[config.mk]
export PLATFORM = sky130hd
export DESIGN_NAME = mem_port_arbiter
export DESIGN_NICKNAME = d
export VERILOG_FILES = /design/src/rtl/mem_port_arbiter_pkg.sv /design/src/rtl/mem_port_arbiter_ctrl.sv /design/src/rtl/mem_port_arbiter_dp.sv /design/src/rtl/mem_port_arbiter.sv
export SDC_FILE = /design/constraint.sdc
export NUM_CORES = 1
export LEC_CHECK = 0
export CAP_MARGIN = 20
export CORE_AREA = 2 2 39 41
export DETAILED_ROUTE_END_ITERATION = 8
export DIE_AREA = 0 0 41 43
export DONT_BUFFER_PORTS = 1
export HOLD_SLACK_MARGIN = 0.06
export PLACE_DENSITY = 0.67
export SLEW_MARGIN = 5
export SYNTH_ARGS = -nofsm -noshare
export SYNTH_HDL_FRONTEND = slang
export SYNTH_SLANG_ARGS = --single-unit
[constraint.sdc]
create_clock -name clk -period 2.45 [get_ports clk]
set_input_delay 0.245 -clock clk [delete_from_list [all_inputs] [get_ports clk]]
set_output_delay 0.245 -clock clk [all_outputs]
set_load 0.05 [all_outputs]
[src/rtl/mem_port_arbiter_pkg.sv]
package mem_port_arbiter_pkg;

  typedef enum logic {
    ST_IDLE = 1'b0,
    ST_HOLD = 1'b1
  } arbState_t;

  typedef struct packed {
    logic loadGrant;
    logic clearGrant;
  } arbStrobes_t;

endpackage

[src/rtl/mem_port_arbiter_ctrl.sv]
module mem_port_arbiter_ctrl
  import mem_port_arbiter_pkg::*;
(
  input  logic        clk,
  input  logic        rstN,
  input  logic        anyEligible,
  input  logic        cycleDone,
  output arbStrobes_t strobes,
  output logic        busy
);

  arbState_t state, stateNext;

  always_comb begin
    stateNext          = state;
    strobes.loadGrant  = 1'b0;
    strobes.clearGrant = 1'b0;
    unique case (state)
      ST_IDLE: begin
        if (anyEligible) begin
          strobes.loadGrant = 1'b1;
          stateNext         = ST_HOLD;
        end
      end
      ST_HOLD: begin
        if (cycleDone) begin
          strobes.clearGrant = 1'b1;
          stateNext          = ST_IDLE;
        end
      end
      default: stateNext = ST_IDLE;
    endcase
  end

  always_ff @(posedge clk) begin
    if (!rstN) state <= ST_IDLE;
    else       state <= stateNext;
  end

  assign busy = (state == ST_HOLD);

  AST_NO_REARB_AFTER_DONE: assert property (@(posedge clk) disable iff (!rstN)
    (busy && cycleDone) |=> !busy);

  AST_IDLE_DONE_IGNORED: assert property (@(posedge clk) disable iff (!rstN)
    (!busy && !anyEligible) |=> !busy);

endmodule

[src/rtl/mem_port_arbiter_dp.sv]
module mem_port_arbiter_dp
  import mem_port_arbiter_pkg::*;
#(
  parameter int NUM_PORTS = 4
) (
  input  logic                 clk,
  input  logic                 rstN,
  input  logic [NUM_PORTS-1:0] reqVec,
  input  logic [NUM_PORTS-1:0] hiPriVec,
  input  logic [NUM_PORTS-1:0] rsvVec,
  input  arbStrobes_t          strobes,
  output logic                 anyEligible,
  output logic [NUM_PORTS-1:0] grantVec,
  output logic                 grantValid
);

  localparam logic [NUM_PORTS-1:0] ALL_PORTS = {NUM_PORTS{1'b1}};

  logic                 rsvActive;
  logic [NUM_PORTS-1:0] ownerVec;
  logic [NUM_PORTS-1:0] lockMask;
  logic [NUM_PORTS-1:0] eligVec;
  logic [NUM_PORTS-1:0] urgentVec;
  logic [NUM_PORTS-1:0] poolVec;
  logic [NUM_PORTS-1:0] pickVec;
  logic [NUM_PORTS-1:0] lowerSeen;

  assign lockMask    = rsvActive ? ownerVec : ALL_PORTS;
  assign eligVec     = reqVec & lockMask;
  assign urgentVec   = eligVec & hiPriVec;
  assign poolVec     = (|urgentVec) ? urgentVec : eligVec;
  assign anyEligible = |eligVec;

  // lowest-index one-hot pick: bit i wins when no lower bit of the pool is set
  generate
    for (genvar i = 0; i < NUM_PORTS; i++) begin : gPick
      if (i == 0) begin : gFirst
        assign lowerSeen[i] = 1'b0;
      end else begin : gRest
        assign lowerSeen[i] = lowerSeen[i-1] | poolVec[i-1];
      end
      assign pickVec[i] = poolVec[i] & ~lowerSeen[i];
    end
  endgenerate

  always_ff @(posedge clk) begin
    if (!rstN) begin
      grantVec   <= '0;
      grantValid <= 1'b0;
    end else begin
      grantValid <= strobes.loadGrant;
      if (strobes.loadGrant)       grantVec <= pickVec;
      else if (strobes.clearGrant) grantVec <= '0;
    end
  end

  always_ff @(posedge clk) begin
    if (!rstN) begin
      rsvActive <= 1'b0;
      ownerVec  <= '0;
    end else if (strobes.loadGrant) begin
      if (|(pickVec & rsvVec)) begin
        rsvActive <= 1'b1;
        ownerVec  <= pickVec;
      end else if (rsvActive) begin
        rsvActive <= 1'b0;
        ownerVec  <= '0;
      end
    end
  end

  AST_GRANT_ONEHOT: assert property (@(posedge clk) disable iff (!rstN)
    $onehot0(grantVec));

  AST_GRANT_HAD_REQ: assert property (@(posedge clk) disable iff (!rstN)
    grantValid |-> ((grantVec & $past(reqVec)) != '0));

  AST_LOCK_OWNER_ONLY: assert property (@(posedge clk) disable iff (!rstN)
    (grantValid && $past(rsvActive)) |-> (grantVec == $past(ownerVec)));

  AST_GRANT_HELD: assert property (@(posedge clk) disable iff (!rstN)
    (grantVec != '0 && !strobes.clearGrant) |=> $stable(grantVec));

endmodule

[src/rtl/mem_port_arbiter.sv]
module mem_port_arbiter
  import mem_port_arbiter_pkg::*;
#(
  parameter int NUM_PORTS = 4
) (
  input  logic                 clk,
  input  logic                 rstN,
  input  logic [NUM_PORTS-1:0] reqVec,
  input  logic [NUM_PORTS-1:0] hiPriVec,
  input  logic [NUM_PORTS-1:0] rsvVec,
  input  logic                 cycleDone,
  output logic [NUM_PORTS-1:0] grantVec,
  output logic                 grantValid,
  output logic                 busy
);

  arbStrobes_t strobes;
  logic        anyEligible;

  initial begin
    AST_PORT_COUNT: assert (NUM_PORTS == 2 || NUM_PORTS == 4 || NUM_PORTS == 6)
      else $error("NUM_PORTS must be 2, 4 or 6");
  end

  mem_port_arbiter_ctrl u_ctrl (
    .clk         (clk),
    .rstN        (rstN),
    .anyEligible (anyEligible),
    .cycleDone   (cycleDone),
    .strobes     (strobes),
    .busy        (busy)
  );

  mem_port_arbiter_dp #(.NUM_PORTS(NUM_PORTS)) u_dp (
    .clk         (clk),
    .rstN        (rstN),
    .reqVec      (reqVec),
    .hiPriVec    (hiPriVec),
    .rsvVec      (rsvVec),
    .strobes     (strobes),
    .anyEligible (anyEligible),
    .grantVec    (grantVec),
    .grantValid  (grantValid)
  );

  AST_IDLE_QUIET: assert property (@(posedge clk) disable iff (!rstN)
    !busy |-> (grantVec == '0 && !grantValid));

endmodule

==> reports/qor.yml <==
power:
  total_power_uw: 519
  leakagePower_uw: 0.000291
  peakVddDrop_mv: 0.436
  power_density_mw_per_mm2: 677
clocking:
  cts_buffers: 3
  cts_setup_buffers: 0
  h-tree-depth: 1
  clk_path_buf_depth: 2
  cts_tree: "built"
  cts-root-buf: "clkbuf_4"
  clock-sinks: 11
  path_clk_slew_ns: 0.07
  clk_latency_ns: 0.27
worst_setup_path:
  cp.arrival_ns: 2.41
  path_class: "register to register"
  end_kind: "register"
  critPathMaxFanout: 9
  cp-start-kind: "register"
  required_ns: 2.65
  crit_chain: "nand2b_1, a32o_1, a21oi_1, nor4_1, clkbuf_2, or4_1, a31oi_1"
  slowest_delay_ns: 0.48
  slowest_stage: "or4_1"
yosys:
  synth_top_family_by_area: "simple AND/OR/NAND/NOR gates"
  synth_compound_area_frac: 0.282
  synth_mux_area_frac: 0.0145
  synth_most_common_cell: "dfxtp_1"
  synthDistinctLibCells: 32
  yosys_warnings: 0
  synthArstFlopShare: 0
  synthTopCellsByCount: "dfxtp_1 (11), nand2b_1 (9), nor2_1 (6)"
  synthesis.nets: 100
  synth_xor_area_frac: 0
  ys_top_cells_by_area: "dfxtp_1 (32%), nand2b_1 (8.1%), a21oi_1 (3.6%)"
  syn_avg_cell_area_um2: 8.14
  synth_flop_cell: "dfxtp_1"
  synth_top_area_frac: 0.318
  synth_cells: 85
  seq_area_frac_synth: 0.318
  synth-simple-area-share: 0.358
  synth_area_um2: 692
  synth_fa_ha_area_frac: 0
  synth_edf_count: 0
  ys_ff_latch: 11
  synth_area_leader_cell: "dfxtp_1"
finish:
  n_fill_cell: 137
  drive_gt1_frac: 0.129
  antennaDiodeCount: 0
  instances_no_fill: 109
  final_nets: 109
  seq_area_um2: 221
  area.growth.synth_to_final_pct: 10.8
  multi_input_area_um2: 453
detailed_routing:
  drc: 0
  viasPerCell: 6.57
  drtIter0Drc: 19
  firstDrtPassIters: 4
  final_antenna_net_count: 0
  wl_per_cell_um: 15.8
  met2RoutedLength_um: 799
  wl_met1_um: 754
  dr_total_vias: 716
  highest_layer: "met4"
  wl_met3_um: 149
  wirelength_mm: 1.72
floorplan:
  die_x_um: 41
  die_h_um: 43
  rows: 14
  start_util: 0.500
  dieArea_mm2: 0.00176
  core_mm2: 0.00138
  ios: 21
timing:
  post-route-period-util: 0.904
  period_minus_slack_ns: 2.21
  slew_headroom: 0.564
  slew_viol_final: 0
  max_freq_mhz: 452
  rsz0062_at_grt: "no"
  setup_viol: 0
  hold_violations: 0
  fin_skew_ns: 0.000644
  worst_pin_slew_ns: 0.652
  timing.setup.tns_ns: 0
  hold_ws_ns: 0.0667
global_routing:
  gr-usage-all-layers: 0.215
  globalRoute.totalOverflow: 0
  grt_pass1_vias: 635
  grt_max_degree: 10
  grt_first_pass_wirelength_mm: 2.61
  antenna_found_initial: 0
placed_design:
  portBuffers: 0
  dp.cells: 104
  hpwl_mm: 1.35
  gp_congestion: 0.789
outcome:
  outcome: "finished clean"
hold_path:
  hold_class: "primary input to register"
job:
  cap_violations: 0
[metrics by stage]
step,util,worst slack [ns],area (um2)
2_1_floorplan,-,0.396,692
3_3_place_gp,0.531,0.223,734
3_5_place_dp,0.531,0.128,734
4_1_cts,0.550,0.0987,761
5_1_grt,0.554,0.0955,767
6_report,0.554,0.236,767
[state kept, by name (all words and copies together) (netlist names)]
name and count:
u_ctrl.busy 1, u_dp.grantValid 1, u_dp.grantVec 4, u_dp.ownerVec 4, u_dp.rsvActive 1
[worst max-delay path, delay by kind of cell, from the launching register on]
| family | cells | cell delay (ns) |
|---|---|---|
| simple gates | 3 | 0.77 |
| compound gates | 3 | 0.79 |
| flops | 1 | 0.41 |
| buf+inv | 1 | 0.17 |
[layer usage]
layer	vias up	global-route usage
met5	-	0
met4	0	0.0600
met3	4	0.0524
met2	27	0.338
met1	326	0.282
li1	359	-
[path summary, 6_finish.rpt]
path                                 startpoint  slack, ns  cells past startpoint                            end
setup / recovery    u_dp.rsvActive$_SDFFE_PN0P_       0.24                      7  u_dp.ownerVec[0]$_SDFFE_PN0P_
hold / removal                        cycleDone       0.07                      1         u_ctrl.busy$_SDFF_PN0_
setup reg to reg    u_dp.rsvActive$_SDFFE_PN0P_       0.24                      7  u_dp.ownerVec[0]$_SDFFE_PN0P_
hold reg to reg   u_dp.ownerVec[2]$_SDFFE_PN0P_       0.48                      1  u_dp.ownerVec[2]$_SDFFE_PN0P_
[layout by cell type (no fill, tap or decap), types with 3 or more instances in the layout]
master | netlist | layout
clkbuf_4 | 0 | 3
nand2b_1 | 9 | 9
nand2_1 | 5 | 5
nor3_1 | 3 | 3
nor2_1 | 6 | 6
buf_4 | 0 | 3
or4_1 | 3 | 3
inv_1 | 4 | 4
dfxtp_1 | 11 | 10
nand3_1 | 5 | 5
a31oi_1 | 4 | 4
a21oi_1 | 5 | 5
a22oi_1 | 3 | 3
[cells by family after synthesis]
logic type,count (synthesis)
simple gates,42
mux,1
flops,11
buf+inv,5
compound gates,26
[report_power, final]
| part | internal (uW) | switching [uW] | leakage (uW) |
|---|---|---|---|
| clock network | 63.1 | 63.2 | 0.0000150 |
| logic | 66.5 | 93.9 | 0.000186 |
| registers | 196 | 36.1 | 0.0000904 |
[layout make-up]
cell class / count / share of cell area
Inverter: 5 / 0.0245
Clock buffer: 4 / 0.0343
Sequential cell: 11 / 0.289
Tap cell: 16 / 0.0261
Multi-Input combinational cell: 69 / 0.591
Timing Repair Buffer: 4 / 0.0359
[what timing repair did]
action / 4_1_cts / 5_1_grt
resized for setup: 0 / 1
hold buffers: 0 / 0
endpoints found under the setup margin: 0 / 3
Power figures use the tool's default switching activity.
